--- src/rtl/core_runctl_pkg.sv ---
package core_runctl_pkg;
  localparam int WORD_W = 64;
  localparam int LANE_W = 8;
  localparam int MAX_THREADS = 4;

  // word offsets decoded by the block
  localparam int OFS_TSTATE = 'h412;
  localparam int OFS_TINFO  = 'h413;
  localparam int OFS_CTRL   = 'h449;
  localparam int OFS_RAS    = 'h454;

  // command bit positions inside a lane, MSB-first numbering
  localparam int CMD_STOP  = 7;
  localparam int CMD_START = 6;
  localparam int CMD_SRST  = 4;
  localparam int CMD_CLRM  = 3;

  typedef enum logic [2:0] {
    ACC_NONE,
    ACC_TSTATE,
    ACC_TINFO,
    ACC_RAS,
    ACC_CTRL,
    ACC_BAD
  } acc_kind_e;

  // convert MSB-first bit number into a vector index
  function automatic int bitpos(input int k);
    return WORD_W - 1 - k;
  endfunction
endpackage

--- src/rtl/core_runctl_decode.sv ---
module core_runctl_decode
  import core_runctl_pkg::*;
#(
  parameter int ADDR_W = 32
) (
  input  logic              valid,
  input  logic              write,
  input  logic [ADDR_W-1:0] addr,
  input  logic [3:0]        size,
  output acc_kind_e         kind
);
  localparam int OFS_W = ADDR_W - 3;

  logic [OFS_W-1:0] ofs;
  logic             shape_ok;

  assign ofs      = addr[ADDR_W-1:3];
  assign shape_ok = (size == 4'd8) && (addr[2:0] == 3'b000);

  always_comb begin
    kind = ACC_NONE;
    if (valid) begin
      if (!shape_ok) begin
        kind = ACC_BAD;
      end else if (write) begin
        kind = (ofs == OFS_W'(OFS_CTRL)) ? ACC_CTRL : ACC_BAD;
      end else if (ofs == OFS_W'(OFS_TSTATE)) begin
        kind = ACC_TSTATE;
      end else if (ofs == OFS_W'(OFS_TINFO)) begin
        kind = ACC_TINFO;
      end else if (ofs == OFS_W'(OFS_RAS)) begin
        kind = ACC_RAS;
      end else begin
        kind = ACC_BAD;
      end
    end
  end
endmodule

--- src/rtl/core_runctl_lane.sv ---
module core_runctl_lane (
  input  logic clk,
  input  logic rst,
  input  logic cmd_en,
  input  logic cmd_stop,
  input  logic cmd_start,
  input  logic cmd_srst,
  input  logic cmd_clrm,
  output logic quiesced,
  output logic pause_p,
  output logic resume_p,
  output logic sreset_p
);
  logic clr_any;
  assign clr_any = cmd_start | cmd_srst | cmd_clrm;

  always_ff @(posedge clk) begin
    if (rst) begin
      quiesced <= 1'b0;
      pause_p  <= 1'b0;
      resume_p <= 1'b0;
      sreset_p <= 1'b0;
    end else begin
      pause_p  <= cmd_en & cmd_stop;
      resume_p <= cmd_en & (cmd_start | cmd_clrm);
      sreset_p <= cmd_en & cmd_srst;
      if (cmd_en) begin
        // later commands override stop
        if (clr_any)       quiesced <= 1'b0;
        else if (cmd_stop) quiesced <= 1'b1;
      end
    end
  end

  AST_STOP_QUIESCES: assert property (@(posedge clk) disable iff (rst)
    (cmd_en && cmd_stop && !clr_any) |=> quiesced);
  AST_CLEAR_WINS: assert property (@(posedge clk) disable iff (rst)
    (cmd_en && clr_any) |=> !quiesced);
  AST_QUIESCE_HOLDS: assert property (@(posedge clk) disable iff (rst)
    !cmd_en |=> $stable(quiesced));
endmodule

--- src/rtl/core_runctl_status.sv ---
module core_runctl_status
  import core_runctl_pkg::*;
#(
  parameter int NUM_THREADS = 4
) (
  input  logic [NUM_THREADS-1:0] halted,
  input  logic                   lpar,
  input  logic [NUM_THREADS-1:0] quiesced,
  input  logic [WORD_W-1:0]      wdata,
  output logic [WORD_W-1:0]      tstate_word,
  output logic [WORD_W-1:0]      ras_word,
  output logic                   resid_nz
);
  logic [WORD_W-1:0] known_mask;

  always_comb begin
    tstate_word = '0;
    ras_word    = '0;
    known_mask  = '0;
    for (int i = 0; i < NUM_THREADS; i++) begin
      tstate_word[bitpos(56 + i)] = halted[i];
      ras_word[bitpos(LANE_W*i)]     = quiesced[i];
      ras_word[bitpos(LANE_W*i + 1)] = quiesced[i];
      known_mask[bitpos(LANE_W*i + CMD_STOP)]  = 1'b1;
      known_mask[bitpos(LANE_W*i + CMD_START)] = 1'b1;
      known_mask[bitpos(LANE_W*i + CMD_SRST)]  = 1'b1;
      known_mask[bitpos(LANE_W*i + CMD_CLRM)]  = 1'b1;
    end
    tstate_word[bitpos(62)] = lpar;
  end

  assign resid_nz = |(wdata & ~known_mask);
endmodule

--- src/rtl/core_runctl.sv ---
module core_runctl
  import core_runctl_pkg::*;
#(
  parameter int NUM_THREADS = 4,
  parameter int ADDR_W      = 32
) (
  input  logic                   clk,
  input  logic                   rst,
  input  logic                   acc_valid,
  input  logic                   acc_write,
  input  logic [ADDR_W-1:0]      acc_addr,
  input  logic [3:0]             acc_size,
  input  logic [63:0]            acc_wdata,
  input  logic [NUM_THREADS-1:0] thr_halted,
  input  logic                   cfg_lpar_per_core,
  output logic                   rd_valid,
  output logic [63:0]            rd_data,
  output logic                   unimp_flag,
  output logic [NUM_THREADS-1:0] thr_quiesced,
  output logic [NUM_THREADS-1:0] thr_pause,
  output logic [NUM_THREADS-1:0] thr_resume,
  output logic [NUM_THREADS-1:0] thr_sreset
);
  acc_kind_e         kind;
  logic              ctrl_en;
  logic [WORD_W-1:0] tstate_word;
  logic [WORD_W-1:0] ras_word;
  logic              resid_nz;

  core_runctl_decode #(.ADDR_W(ADDR_W)) u_decode (
    .valid (acc_valid),
    .write (acc_write),
    .addr  (acc_addr),
    .size  (acc_size),
    .kind  (kind)
  );

  assign ctrl_en = (kind == ACC_CTRL);

  core_runctl_status #(.NUM_THREADS(NUM_THREADS)) u_status (
    .halted      (thr_halted),
    .lpar        (cfg_lpar_per_core),
    .quiesced    (thr_quiesced),
    .wdata       (acc_wdata),
    .tstate_word (tstate_word),
    .ras_word    (ras_word),
    .resid_nz    (resid_nz)
  );

  for (genvar i = 0; i < NUM_THREADS; i++) begin : g_lane
    core_runctl_lane u_lane (
      .clk       (clk),
      .rst       (rst),
      .cmd_en    (ctrl_en),
      .cmd_stop  (acc_wdata[bitpos(LANE_W*i + CMD_STOP)]),
      .cmd_start (acc_wdata[bitpos(LANE_W*i + CMD_START)]),
      .cmd_srst  (acc_wdata[bitpos(LANE_W*i + CMD_SRST)]),
      .cmd_clrm  (acc_wdata[bitpos(LANE_W*i + CMD_CLRM)]),
      .quiesced  (thr_quiesced[i]),
      .pause_p   (thr_pause[i]),
      .resume_p  (thr_resume[i]),
      .sreset_p  (thr_sreset[i])
    );
  end

  always_ff @(posedge clk) begin
    if (rst) begin
      rd_valid   <= 1'b0;
      rd_data    <= '0;
      unimp_flag <= 1'b0;
    end else begin
      rd_valid   <= acc_valid & ~acc_write;
      unimp_flag <= (kind == ACC_BAD) | (ctrl_en & resid_nz);
      case (kind)
        ACC_TSTATE: rd_data <= tstate_word;
        ACC_RAS:    rd_data <= ras_word;
        default:    rd_data <= '0;
      endcase
    end
  end

  AST_RDV_AFTER_READ: assert property (@(posedge clk) disable iff (rst)
    rd_valid |-> $past(acc_valid && !acc_write));
  AST_IDLE_NO_PULSE: assert property (@(posedge clk) disable iff (rst)
    !$past(acc_valid) |-> (thr_pause == '0 && thr_resume == '0 &&
                           thr_sreset == '0 && !unimp_flag));
  AST_PAUSE_FROM_WRITE: assert property (@(posedge clk) disable iff (rst)
    (thr_pause != '0) |-> $past(acc_valid && acc_write));
endmodule

--- config.mk ---
export PLATFORM = sky130hd
export DESIGN_NAME = core_runctl
export DESIGN_NICKNAME = d
export VERILOG_FILES = /design/src/rtl/core_runctl_pkg.sv /design/src/rtl/core_runctl_decode.sv /design/src/rtl/core_runctl_lane.sv /design/src/rtl/core_runctl_status.sv /design/src/rtl/core_runctl.sv
export SDC_FILE = /design/constraint.sdc
export NUM_CORES = 1
export LEC_CHECK = 0
export BUFFER_PORTS_ARGS = -buffer_cell sky130_fd_sc_hd__buf_2
export CAP_MARGIN = 20
export CORE_AREA = 2 2 74 76
export CTS_CLUSTER_SIZE = 12
export DETAILED_ROUTE_END_ITERATION = 16
export DIE_AREA = 0 0 76 78
export MAX_ROUTING_LAYER = met4
export PLACE_DENSITY_LB_ADDON = 0.08
export SYNTH_ARGS = -nofsm -noshare
export SYNTH_HDL_FRONTEND = slang
export SYNTH_SLANG_ARGS = --single-unit
--- constraint.sdc ---
create_clock -name clk -period 2.2 [get_ports clk]
set_input_delay 0.11 -clock clk [delete_from_list [all_inputs] [get_ports clk]]
set_output_delay 0.11 -clock clk [all_outputs]
set_load 0.01 [all_outputs]
# After elaboration in Yosys (flattened, before gate mapping)
# Index checks and enable logic that the tools add are counted.
# Widths: inputs -> output; s select.
[totals]
wordCells = 83
output_inout_bits = 82
register_bits = 82
[classes]
n_reduce_logical = 11
mux = 16
bitwise = 28
eq_ne = 9
[ops]
columns = ["op", "count"]
rows = [
  ["$pmux 64 s2", 1],
  ["$eq 29x11->1 const B", 4],
  ["$reduce_or 48->1", 1],
  ["$mux 3", 6],
  ["$and 1x1->1", 14],
  ["$or 1x1->1", 13],
  ["$mux 1", 9],
  ["$reduce_and 2->1", 4],
  ["$reduce_bool 2->1", 4],
  ["$eq 3x3->1 const B", 2],
  ["$eq 4x4->1 const B", 1],
  ["$eq 3x1->1 const B", 1],
  ["$eq 3x2->1 const B", 1],
  ["$logic_not 3->1", 1],
  ["$logic_and 1x1->1", 1],
  ["$not 1->1", 1],
]

# Logic depth before layout (Yosys ltp)
[depth]
ltp_word = 10
ltp_mapped = 6

# Modules after synthesis
# From an unflattened synthesis, not the netlist that was laid out.
[unflattened]
hier_cells = 431
area_unflattened_um2 = 4169.0
[by_module_without_submodules]
columns = ["mod", "instances", "seq_area_each_um2", "cells_per_inst", "area_each_um2"]
rows = [
  ["core_runctl", 1, 1321.3, 214, 2378.5],
  ["core_runctl_status", 1, 0.0, 145, 1071.0],
  ["core_runctl_lane", 4, 80.1, 12, 132.6],
  ["core_runctl_decode", 1, 0.0, 24, 188.9],
]

# Least setup slack after synthesis
# No wires, ideal clock.
[synth_timing]
path_type = "input port to flip-flop"
start = "input port acc_addr[8]"
end = "register rd_data[1]"
setup_time_ps = 115
cell_stages = 5
t_arrival_ps = 1466
path_slack_ps = 619
cell_sequence = "or4b_1 -> or3_1 -> a21oi_2 -> a2111oi_4 -> and2_1"
[synth_via]
elab_chain_len = 9
elab_cells_between_ends = 14
[synth_rtl]
columns = ["element", "line_no", "source"]
rows = [
  ["from (decl)", "core_runctl.sv:11", "input logic [ADDR_W-1:0] acc_addr,"],
  ["$eq 29x11->1", "core_runctl_decode.sv:31", "end else if (ofs == OFS_W'(OFS_RAS)) begin"],
  ["$mux 3", "core_runctl_decode.sv:31", ""],
  ["$mux 3", "core_runctl_decode.sv:29", "end else if (ofs == OFS_W'(OFS_TINFO)) begin"],
  ["$mux 3", "core_runctl_decode.sv:27", "end else if (ofs == OFS_W'(OFS_TSTATE)) begin"],
  ["$mux 3 *", "core_runctl_decode.sv:25", "end else if (write) begin"],
  ["$mux 3 *", "core_runctl_decode.sv:23", "if (!shape_ok) begin"],
  ["$mux 3 *", "core_runctl_decode.sv:22", "if (valid) begin"],
  ["$eq 3x2->1 / $eq 3x1->1 (equally long branches)", "core_runctl.sv:74", "case (kind)"],
  ["$pmux 64 s2 *", "core_runctl.sv:74", ""],
  ["to (signal assigned)", "core_runctl.sv:75", "ACC_TSTATE: rd_data <= tstate_word;"],
  ["to (signal assigned)", "core_runctl.sv:76", "ACC_RAS: rd_data <= ras_word;"],
  ["to (decl)", "core_runctl.sv:17", "output logic [63:0] rd_data,"],
]
# Mark *: on every way between the ends. The rest lies on a longest branch, timed or not.
# A chain may end at the register's enable or synchronous reset.

# Worst setup path in the final report
[layout_timing]
start = "input port acc_addr[23]"
end = "register rd_data[62]"
# Same word-level chain as after synthesis.

==> impl_metrics.tcl <==
set metrics [dict create \
    min_period_ps 1610 \
    power_density_mw_per_mm2 429 \
    coreArea_mm2 0.00504 \
    max_cap_violations 0 \
    dieArea_mm2 0.00593 \
    netSwitchingPower_mw 0.235 \
    cts_inserted_buffers 3 \
    final_max_slew_viol_count 0 \
    htreeDepth 1 \
    critPathArrivalTime_ps 1820 \
    worstSetupStartpoint "acc_addr[23]" \
    clock_sinks 27 \
    num_io_pins 191 \
    area_growth_syn_to_layout_pct 29.3 \
    ys_seq_area_share_pct 32.2 \
    cts_hold_buf 0 \
    internal_power_mw 0.695 \
    port_buffers 139 \
    grt_util_all_layers_pct 13.8 \
    route.detailed.drc 0 \
    final_cell_count_no_fill 380 \
    post-route-util_pct 43.0 \
    cts_tree "built" \
    multi_input_area_um2 776 \
    finalSetupViolCount 0 \
    yosys-top-cells-count "buf_4 (72), dfxtp_1 (27), and2_1 (17), nor4_1 (17), nor3_1 (8)" \
    avgSynthCellArea_um2 8.97 \
    dpl_worst_slack_ps 291 \
    drive_above_1_share_pct 49.7 \
    start_util_pct 33.3 \
    globalplace.congestion 0.781 \
    antenna_found_initial 0 \
    clock.fmax_mhz 622 \
    cp.required_ps 2420 \
    crit_path_start_kind "primary input" \
    syn_area_mm2 0.00168 \
    clkPwrFrac_pct 29.6 \
    p_total_mw 0.930 \
    die_x_um 76 \
    hold_violations 0 \
    drtAntennaViolNets 0 \
    cts_setup_buffers 0 \
    endpoint_kind "flip-flop" \
    netlist_instances 187 \
    wl_um 4190 \
    dr.pass1.iters 3 \
    fin_ws_ps 593 \
    hold_start "thr_halted[1]" \
    ys_ff_latch 27 \
    outcome "completed" \
    synth.area.top_cells "buf_4 (32%), dfxtp_1 (32%), and2_1 (6.3%)" \
    async_reset_ff_share_pct 0 \
    wl_per_cell_um 11.0 \
    dpl_cell_area_mm2 0.00212 \
    grt_pass1_wl_um 6390 \
    worst_ir_drop_vdd_uv 200 \
    vias_per_cell 4.07 \
    ctsResizeCount 0 \
    comb_power_share_pct 17.7 \
    pwr-share-seq_pct 52.7 \
    cts_root_buf "clkbuf_8" \
    gr-total-overflow 0 \
    synth_area_leader_cell "buf_4" \
    antenna_cells 0 \
    synth_most_common_cell "buf_4" \
    synth_top_area_share_pct 32.2 \
    period_share_pct 73.1 \
    clk_pin_slew_ps 90 \
    rows 26 \
    yosysUniqueCellTypes 30 \
    clock_latency_ps 270 \
    hpwl_um 3800 \
    seqCellArea_um2 541 \
    die_h_um 78 \
    crit_fanout 4 \
    yosys_warnings 0 \
    leakage_nw 1.15 \
    num-fill-cells 551 \
    cts_buffer_depth 2 \
    design_area_mm2 0.00217 \
    drtIter0Drc 46 \
    post-place-cells 376 \
    swShare_pct 25.3 \
    synth-main-ff-cell "dfxtp_1" \
    layout.nets 420 \
    worstSetupPathType "primary input to flip-flop" \
    timing.hold.ws_ps 34.6 \
    synth_edf_count 0 \
    grt_max_degree 16 \
    hold_class "primary input to flip-flop" \
    vias 1546 \
    rsz0062_at_grt "false" \
    fin_skew_ps 1.94 \
    rr_startpoint "g_lane[2].u_lane.quiesced$_SDFFE_PP0P_" \
    tns_ps 0 \
    grt_pass1_vias 1496 \
]
cell usage in the layout, fill, tap and decap left out:
master       n
nor4_2       2
or2_2        1
nand4_1      5
o21bai_1     1
buf_4        2
or3_1        1
nor2_1       3
o21ai_0      1
nand2b_1     2
clkbuf_8     3
o31a_1       4
nor2b_1      2
conb_1      51
nor3_1       8
a2111oi_4    1
nor4b_2      1
nor4b_1      3
o31ai_1      1
a21oi_1      4
buf_2      139
inv_1        1
or4_4        1
and2_1      17
nor2_2       1
a31oi_1      1
a21oi_2      1
o21a_1       4
clkinv_2     1
nor4_1      17
dfxtp_1     27
or4b_1       1
inv_2        1
nand3_1      2
final timing paths:
check,endpoint,slack [ps],depth (start not counted)
hold / removal,rd_data[6]$_SDFF_PP0_,30,2
hold reg to reg,rd_data[47]$_SDFF_PP0_,500,1
setup reg to reg,g_lane[2].u_lane.quiesced$_SDFFE_PP0P_,1580,2
setup / recovery,rd_data[62]$_SDFF_PP0_,590,6
final cells by class:
type / instances / share of cell area [%]
Sequential cell: 27 / 24.9
Timing Repair Buffer: 141 / 32.8
Tap cell: 70 / 4.04
Multi-Input combinational cell: 136 / 35.8
Clock buffer: 3 / 1.90
Inverter: 2 / 0.346
Clock inverter: 1 / 0.231
power by group through the flow:
stage	registers (mW)	logic (mW)	clock network [mW]
final	0.490	0.164	0.275
after global placement	0.502	0.162	0
after floorplan	0.503	0.123	0
after detailed placement	0.502	0.163	0
after CTS	0.490	0.163	0.288
after global routing	0.491	0.183	0.325
cells by family after synthesis:
logic type,share of synthesized area [%]
AO/OA/AOI/OAI,8.81
buffers and inverters,32.7
flip-flops,32.2
other,0.224
AND/OR/NAND/NOR,26.0
worst max-delay path: stages:
cell and delay, ps:
buf_2 100, nor4_1 290, nand4_1 250, or4_4 590
nor4_2 300, and2_1 180
flip-flops by register name (all words and copies together), names as in the netlist:
register and flops:
rd_data 9, g_lane.u_lane.pause_p 4, g_lane.u_lane.quiesced 4, g_lane.u_lane.resume_p 4
g_lane.u_lane.sreset_p 4, rd_valid 1, unimp_flag 1
per-layer routing:
layer / vias to the layer above / global-route usage [%] / wire length, µm / share of wire (%)
li1: 779 / - / - / -
met1: 677 / 13.5 / 1440 / 34
met2: 88 / 27.2 / 2380 / 57
met3: 2 / 3.37 / 341 / 8.1
met4: 0 / 3.82 / 21 / 0.50
met5: - / - / 0 / 0
No activity file was read; power rests on OpenSTA's default activity.
